==> src/rtl/spi_eeprom_pkg.sv <==
package spi_eeprom_pkg;
  localparam logic [7:0] OP_WREN = 8'h06;
  localparam logic [7:0] OP_WRDI = 8'h04;
  localparam logic [7:0] OP_RDSR = 8'h05;
  localparam logic [7:0] OP_WRSR = 8'h01;
  localparam logic [7:0] OP_READ = 8'h03;
  localparam logic [7:0] OP_WRIT = 8'h02;

  typedef enum logic [2:0] {
    ST_IDLE, ST_OPC, ST_ADDR, ST_RDAT, ST_WDAT, ST_SRD, ST_STAT
  } ee_state_t;
endpackage

==> src/rtl/eeprom_cmd_ctrl.sv <==
module eeprom_cmd_ctrl
  import spi_eeprom_pkg::*;
#(
  parameter int ADDR_BYTES  = 2,
  parameter int MEM_DEPTH   = 512,
  parameter int PAGE_SIZE   = 16,
  parameter int PROG_CYCLES = 400,
  localparam int AW = $clog2(MEM_DEPTH),
  localparam int PW = $clog2(PAGE_SIZE),
  localparam int XW = 8 * ADDR_BYTES,
  localparam int CW = $clog2(ADDR_BYTES + 1),
  localparam int TW = $clog2(PROG_CYCLES + 1)
) (
  input  logic          clk,
  input  logic          rst_n,
  input  logic          frame_start,
  input  logic          frame_end,
  input  logic          byte_valid,
  input  logic [7:0]    byte_data,
  output logic [7:0]    tx_byte,
  output logic [AW-1:0] rd_addr,
  input  logic [7:0]    rd_data,
  output logic          wr_en,
  output logic [AW-1:0] wr_addr,
  output logic [7:0]    wr_data,
  output logic [7:0]    status
);
  localparam logic [AW:0] LIM_HALF = (AW+1)'(MEM_DEPTH / 2);
  localparam logic [AW:0] LIM_QTR  = (AW+1)'(MEM_DEPTH * 3 / 4);

  ee_state_t        state;
  logic             is_wr, busy, wel, wpen, committing, sr_got;
  logic [1:0]       bp, sr_bp;
  logic             sr_wpen;
  logic [CW-1:0]    acnt;
  logic [XW-1:0]    addr_sh, addr_full_next;
  logic [AW-1:0]    addr_q, addr_next;
  logic [AW-PW-1:0] wr_page;
  logic [PW-1:0]    woff, cidx;
  logic [TW-1:0]    timer;
  logic [7:0]       pbuf [PAGE_SIZE];
  logic [PAGE_SIZE-1:0] pmask;
  logic [AW:0]      page_base;
  logic             page_blocked;

  assign status         = {wpen, 3'b000, bp, wel, busy};
  assign addr_full_next = (addr_sh << 8) | XW'(byte_data);
  assign addr_next      = AW'(addr_full_next);
  assign rd_addr        = (state == ST_ADDR) ? addr_next : addr_q;
  assign page_base      = {1'b0, wr_page, {PW{1'b0}}};
  assign page_blocked   = (bp == 2'd3) || (bp == 2'd2 && page_base >= LIM_HALF)
                       || (bp == 2'd1 && page_base >= LIM_QTR);
  assign wr_en   = committing & pmask[cidx];
  assign wr_addr = {wr_page, cidx};
  assign wr_data = pbuf[cidx];

  always_ff @(posedge clk or negedge rst_n) begin
    if (!rst_n) begin
      state <= ST_IDLE;  is_wr <= 1'b0;   busy <= 1'b0;  wel <= 1'b0;
      wpen <= 1'b0;      bp <= 2'b00;     committing <= 1'b0;
      sr_got <= 1'b0;    sr_bp <= 2'b00;  sr_wpen <= 1'b0;
      acnt <= '0;        addr_sh <= '0;   addr_q <= '0;  wr_page <= '0;
      woff <= '0;        cidx <= '0;      timer <= '0;   pmask <= '0;
      tx_byte <= '0;
    end else begin
      if (busy) begin
        if (timer == '0) begin
          busy <= 1'b0;
          wel  <= 1'b0;
          pmask <= '0;
        end else timer <= timer - TW'(1);
        if (committing) begin
          if (cidx == PW'(PAGE_SIZE - 1)) committing <= 1'b0;
          cidx <= cidx + PW'(1);
        end
      end
      if (frame_start) begin
        state   <= ST_OPC;
        acnt    <= '0;
        sr_got  <= 1'b0;
        tx_byte <= '0;
      end else if (frame_end) begin
        state <= ST_IDLE;
        if (state == ST_WDAT && |pmask && !page_blocked) begin
          busy <= 1'b1;  timer <= TW'(PROG_CYCLES - 1);
          committing <= 1'b1;  cidx <= '0;
        end
        if (sr_got) begin
          wpen <= sr_wpen;  bp <= sr_bp;
          busy <= 1'b1;     timer <= TW'(PROG_CYCLES - 1);
        end
      end else if (byte_valid) begin
        case (state)
          ST_OPC: begin
            state <= ST_IDLE;
            if (!busy || byte_data == OP_RDSR) begin
              case (byte_data)
                OP_WREN: wel <= 1'b1;
                OP_WRDI: wel <= 1'b0;
                OP_RDSR: begin tx_byte <= status; state <= ST_STAT; end
                OP_WRSR: if (wel) state <= ST_SRD;
                OP_READ: begin is_wr <= 1'b0; state <= ST_ADDR; end
                OP_WRIT: if (wel) begin
                  is_wr <= 1'b1; pmask <= '0; state <= ST_ADDR;
                end
                default: state <= ST_IDLE;
              endcase
            end
          end
          ST_ADDR: begin
            addr_sh <= addr_full_next;
            acnt    <= acnt + CW'(1);
            if (acnt == CW'(ADDR_BYTES - 1)) begin
              if (is_wr) begin
                wr_page <= addr_next[AW-1:PW];
                woff    <= addr_next[PW-1:0];
                state   <= ST_WDAT;
              end else begin
                tx_byte <= rd_data;
                addr_q  <= addr_next + AW'(1);
                state   <= ST_RDAT;
              end
            end
          end
          ST_RDAT: begin
            tx_byte <= rd_data;
            addr_q  <= addr_q + AW'(1);
          end
          ST_WDAT: begin
            pbuf[woff]  <= byte_data;
            pmask[woff] <= 1'b1;
            woff        <= woff + PW'(1);
          end
          ST_SRD: begin
            sr_wpen <= byte_data[7];
            sr_bp   <= byte_data[3:2];
            sr_got  <= 1'b1;
            state   <= ST_IDLE;
          end
          ST_STAT: tx_byte <= status;
          default: ;
        endcase
      end
    end
  end
endmodule

==> config.mk <==
export PLATFORM = sky130hd
export DESIGN_NAME = eeprom_cmd_ctrl
export DESIGN_NICKNAME = d
export VERILOG_FILES = /design/src/rtl/spi_eeprom_pkg.sv /design/src/rtl/eeprom_cmd_ctrl.sv
export SDC_FILE = /design/constraint.sdc
export NUM_CORES = 1
export LEC_CHECK = 0
export ABC_AREA = 0
export BUFFER_PORTS_ARGS = -buffer_cell sky130_fd_sc_hd__buf_2
export CAP_MARGIN = 20
export CELL_PAD_IN_SITES_DETAIL_PLACEMENT = 0
export CELL_PAD_IN_SITES_GLOBAL_PLACEMENT = 1
export CORE_ASPECT_RATIO = 0.8
export CORE_MARGIN = 10
export CORE_UTILIZATION = 50
export DETAILED_ROUTE_END_ITERATION = 10
export PLACE_DENSITY = 0.84
export SLEW_MARGIN = 30
export SYNTH_ARGS = -nofsm -noshare
export SYNTH_HDL_FRONTEND = slang
export SYNTH_SLANG_ARGS = --single-unit
==> constraint.sdc <==
create_clock -name clk -period 2.8 [get_ports clk]
set_input_delay 0.42 -clock clk [delete_from_list [all_inputs] [get_ports clk]]
set_output_delay 0.42 -clock clk [all_outputs]
set_load 0.02 [all_outputs]
==> flow_summary.toml <==
[status]
result_of_the_run = "complete, no violations"

[hold_path]
min_path_cells = 2
min_to = "tx_byte[4]$_DFFE_PN0P_"
worstHoldPathType = "input port to flop"
timing.hold.worst.start = "rd_data[4]"

[placement]
placement.io_buffers = 60
preCtsSetupSlack_ps = 321.6
post-dp-hpwl_um = 15280
placed_cells = 989
gp_routability_congestion = 0.8674

[yosys]
synthDominantAreaCellType = "sky130_fd_sc_hd__edfxtp_1"
sequential_share_of_the_synthesized_area = 0.6028
yosys.cell_count.top_type = "sky130_fd_sc_hd__edfxtp_1"
synth-edff-count = 128
synth_cells = 685
number_of_storage_elements_in_the_synthesis_netlist = 200
yosysTopAreaCellShare = 0.4104
post_synth_num_cell_types = 73
most_frequent_cells_after_synthesis = "sky130_fd_sc_hd__edfxtp_1, sky130_fd_sc_hd__nand2_1, sky130_fd_sc_hd__dfrtp_1"
synth_flop_cell = "sky130_fd_sc_hd__edfxtp_1"
yosys_warnings = 0
asyncSetResetFlopFracSynth = 0.3600
yosys-top-cells-area = "sky130_fd_sc_hd__edfxtp_1, sky130_fd_sc_hd__dfrtp_1, sky130_fd_sc_hd__mux4_2"
netlist_area_mm2 = 0.009365
syn-mean-instance-area_um2 = 13.67

[timing]
postLayoutSetupSlackWorst_ps = 43.35
setup-violations-final = 0
clock_skew_ps = 14.13
max_freq_mhz = 362.8
slew_violations = 0
max_slew.worst_pin.slew_ps = 984.9
slew_headroom = 0.3405
report.final.hold_viol_count = 0
final.min_clock_period_ps = 2757
final.period_utilization = 0.9845
grt_setup_unrepaired = "true"

[route]
post_dr_vias_cell = 6.071
drt_pre_antenna_iters = 5
total_via_count_after_detailed_routing = 6217
routed_wire_length_per_instance_um = 22.15
route.antenna.remaining_nets = 0
detail_route.wirelength_um = 22680
drtIter0Drc = 593
drc = 0

[clock_tree]
tritoncts_num_sinks = 200
cts_tree = "done"
ctsLongestPathBuffers = 2
h-tree-depth = 4
clock_latency_ps = 450
cts_root_buffer = "sky130_fd_sc_hd__clkbuf_16"
cts_buffers = 17
clk_pin_slew_ps = 80
post_cts_buffers = 0

[pwr]
ir_drop_mv = 0.4322
power_density_relative_to_cell_area_mw_per_mm2 = 754.3
share_seq_of_total_power = 0.424
cellInternalPower_mw = 5.534
power_switching_share = 0.3171
switch_pwr_mw = 2.570
power.static_leakage_nw = 4.084
clockPowerShare = 0.324
p_comb_frac = 0.252

[worst_setup_path]
cp_max_fo = 23
setup.reg_to_reg.worst_slack_ps = 490
timing.critical_path.mode_cell = "sky130_fd_sc_hd__mux4_2"
worstRegToRegCells = 4
worstPathCellList = "buf_12 -> mux4_2 -> mux4_2 -> buf_6"
worstReg2RegEnd = "pbuf[5][2]$_DFFE_PP_"
critical_path.startpoint_type = "flop"
worst_path_largest_cell_delay_ps = 560
end_kind = "output pin"
criticalPathCategory = "flop to output pin"
worst_ep_arrival_time_ps = 2340
r2r-start = "state[0]$_DFFE_PN0P_"
worst_ep_required_time_ps = 2380
critical-path-slowest-cell = "sky130_fd_sc_hd__mux4_2"

[die]
fp.coreArea_mm2 = 0.01828
die_area_mm2 = 0.02464
core.rowCount = 44
die_height_um = 142.4
initial_core_util = 0.5124
die_w_um = 173.0
ioPinCount = 64

[global_route]
vias_in_the_first_global_route = 6197
gr-total-overflow = 0
pin_count_of_the_biggest_net_entering_global_routing = 48
initial_antenna_violation_count = 2
grt_first_pass_wirelength_um = 35750
track_usage = 0.1844

[finish]
layoutNonFillerInstCount = 1024
layout.nets = 786
area_growth_pct = 14.72
post_route_cells_drive_above_1_share = 0.2653
post-route-util = 0.5878
fillers = 1463

[run]
timing.max_cap.violations = 0
-- registers in the layout (all words and copies together) (netlist names), 2 cells and up --
signal and count:
pbuf 128, sr_bp 2, timer 9, state 3, woff 4, addr_q 9, tx_byte 8, bp 2
cidx 4, wr_page 5, acnt 2, pmask 16
-- routing by layer --
metal | vias up | part of all wire | track usage
met1 | 3143 | 0.43 | 0.2445
li1 | 2791 | - | -
met2 | 258 | 0.48 | 0.2928
met3 | 25 | 0.082 | 0.05648
met4 | 0 | 0.013 | 0.04484
met5 | - | 0 | 0
-- worst max-delay path, delay by kind of cell (launching register included) --
kind     cells  cell delay, ps
flops        1             400
mux          2            1100
buf+inv      2             380
-- power by group through the flow --
stage,combinational (mW),sequential (mW),clock [mW]
6_report,2.04,3.44,2.62
4_1_cts,2.06,3.44,2.66
3_5_place_dp,2.04,3.50,0
2_1_floorplan,1.43,3.47,0
3_3_place_gp,2.00,3.49,0
5_1_grt,2.21,3.46,2.78
-- final cells by class --
type / instances / area (um2) / share of cell area
sequential: 200 / 5647 / 0.5256
multi-input combinational: 424 / 3452 / 0.3213
timing repair buffer: 96 / 608.1 / 0.05660
clock buffer: 17 / 425.4 / 0.03959
tap: 253 / 316.6 / 0.02946
clock inverter: 15 / 226.5 / 0.02108
inverter: 17 / 63.81 / 0.005939
antenna: 2 / 5.005 / 0.0004658
-- kinds of logic (layout without fill, tap and decap cells) --
family | count (synthesis) | in the layout | synth area share
and+or+nand+nor | 235 | 235 | 0.1356
AOI/OAI and AO/OA | 104 | 104 | 0.08030
buffers and inverters | 63 | 145 | 0.02966
DFF | 200 | 200 | 0.6028
other | 1 | 5 | 0.0004004
muxes | 64 | 64 | 0.1308
adders and majority gates | 9 | 9 | 0.01202
xor gates and xnor gates | 9 | 9 | 0.008417
-- how the worst max path moves through the flow --
stage	start	end	slack, ps	cells past startpoint
floorplan	cidx[0]$_DFF_PN0_	wr_data[0]	200	4
global route	cidx[0]$_DFF_PN0_	wr_data[0]	-40	4
finish	cidx[0]$_DFF_PN0_	wr_data[1]	40	4
detailed placement	frame_start	pbuf[5][3]$_DFFE_PP_	320	5
CTS	cidx[0]$_DFF_PN0_	wr_data[3]	-20	4
global placement	frame_start	pbuf[5][6]$_DFFE_PP_	410	5
-- per-stage QoR --
stage,TNS (ps),hold WS [ps],total power [mW],area [um2]
2_1_floorplan,0,124.4,4.897,9373
3_3_place_gp,0,413.5,5.490,10050
3_5_place_dp,0,426.1,5.535,10050
4_1_cts,-31.00,186.0,8.149,10730
5_1_grt,-104.2,197.8,8.449,10740
6_report,0,206.1,8.104,10740
-- cell usage in the layout (no fill, tap or decap), types with 12 or more instances in the layout --
cell / n
sky130_fd_sc_hd__a21oi_1: 20
sky130_fd_sc_hd__and3_1: 22
sky130_fd_sc_hd__buf_2: 57
sky130_fd_sc_hd__buf_4: 33
sky130_fd_sc_hd__clkbuf_16: 17
sky130_fd_sc_hd__dfrtp_1: 71
sky130_fd_sc_hd__edfxtp_1: 128
sky130_fd_sc_hd__inv_1: 17
sky130_fd_sc_hd__mux2_2: 14
sky130_fd_sc_hd__mux4_2: 45
sky130_fd_sc_hd__nand2_1: 83
sky130_fd_sc_hd__nand3_1: 20
sky130_fd_sc_hd__nor2_1: 24
sky130_fd_sc_hd__nor2b_1: 12
sky130_fd_sc_hd__o21ai_0: 18
sky130_fd_sc_hd__o2bb2ai_1: 15
-- timing repair --
item	in CTS	in global routing
pin swaps	0	0
endpoints found under the setup margin	3	6
hold endpoints to repair	25	0
hold buffers	1	0
resized for setup	4	3
Note: power is estimated with default switching activity, not from simulation.
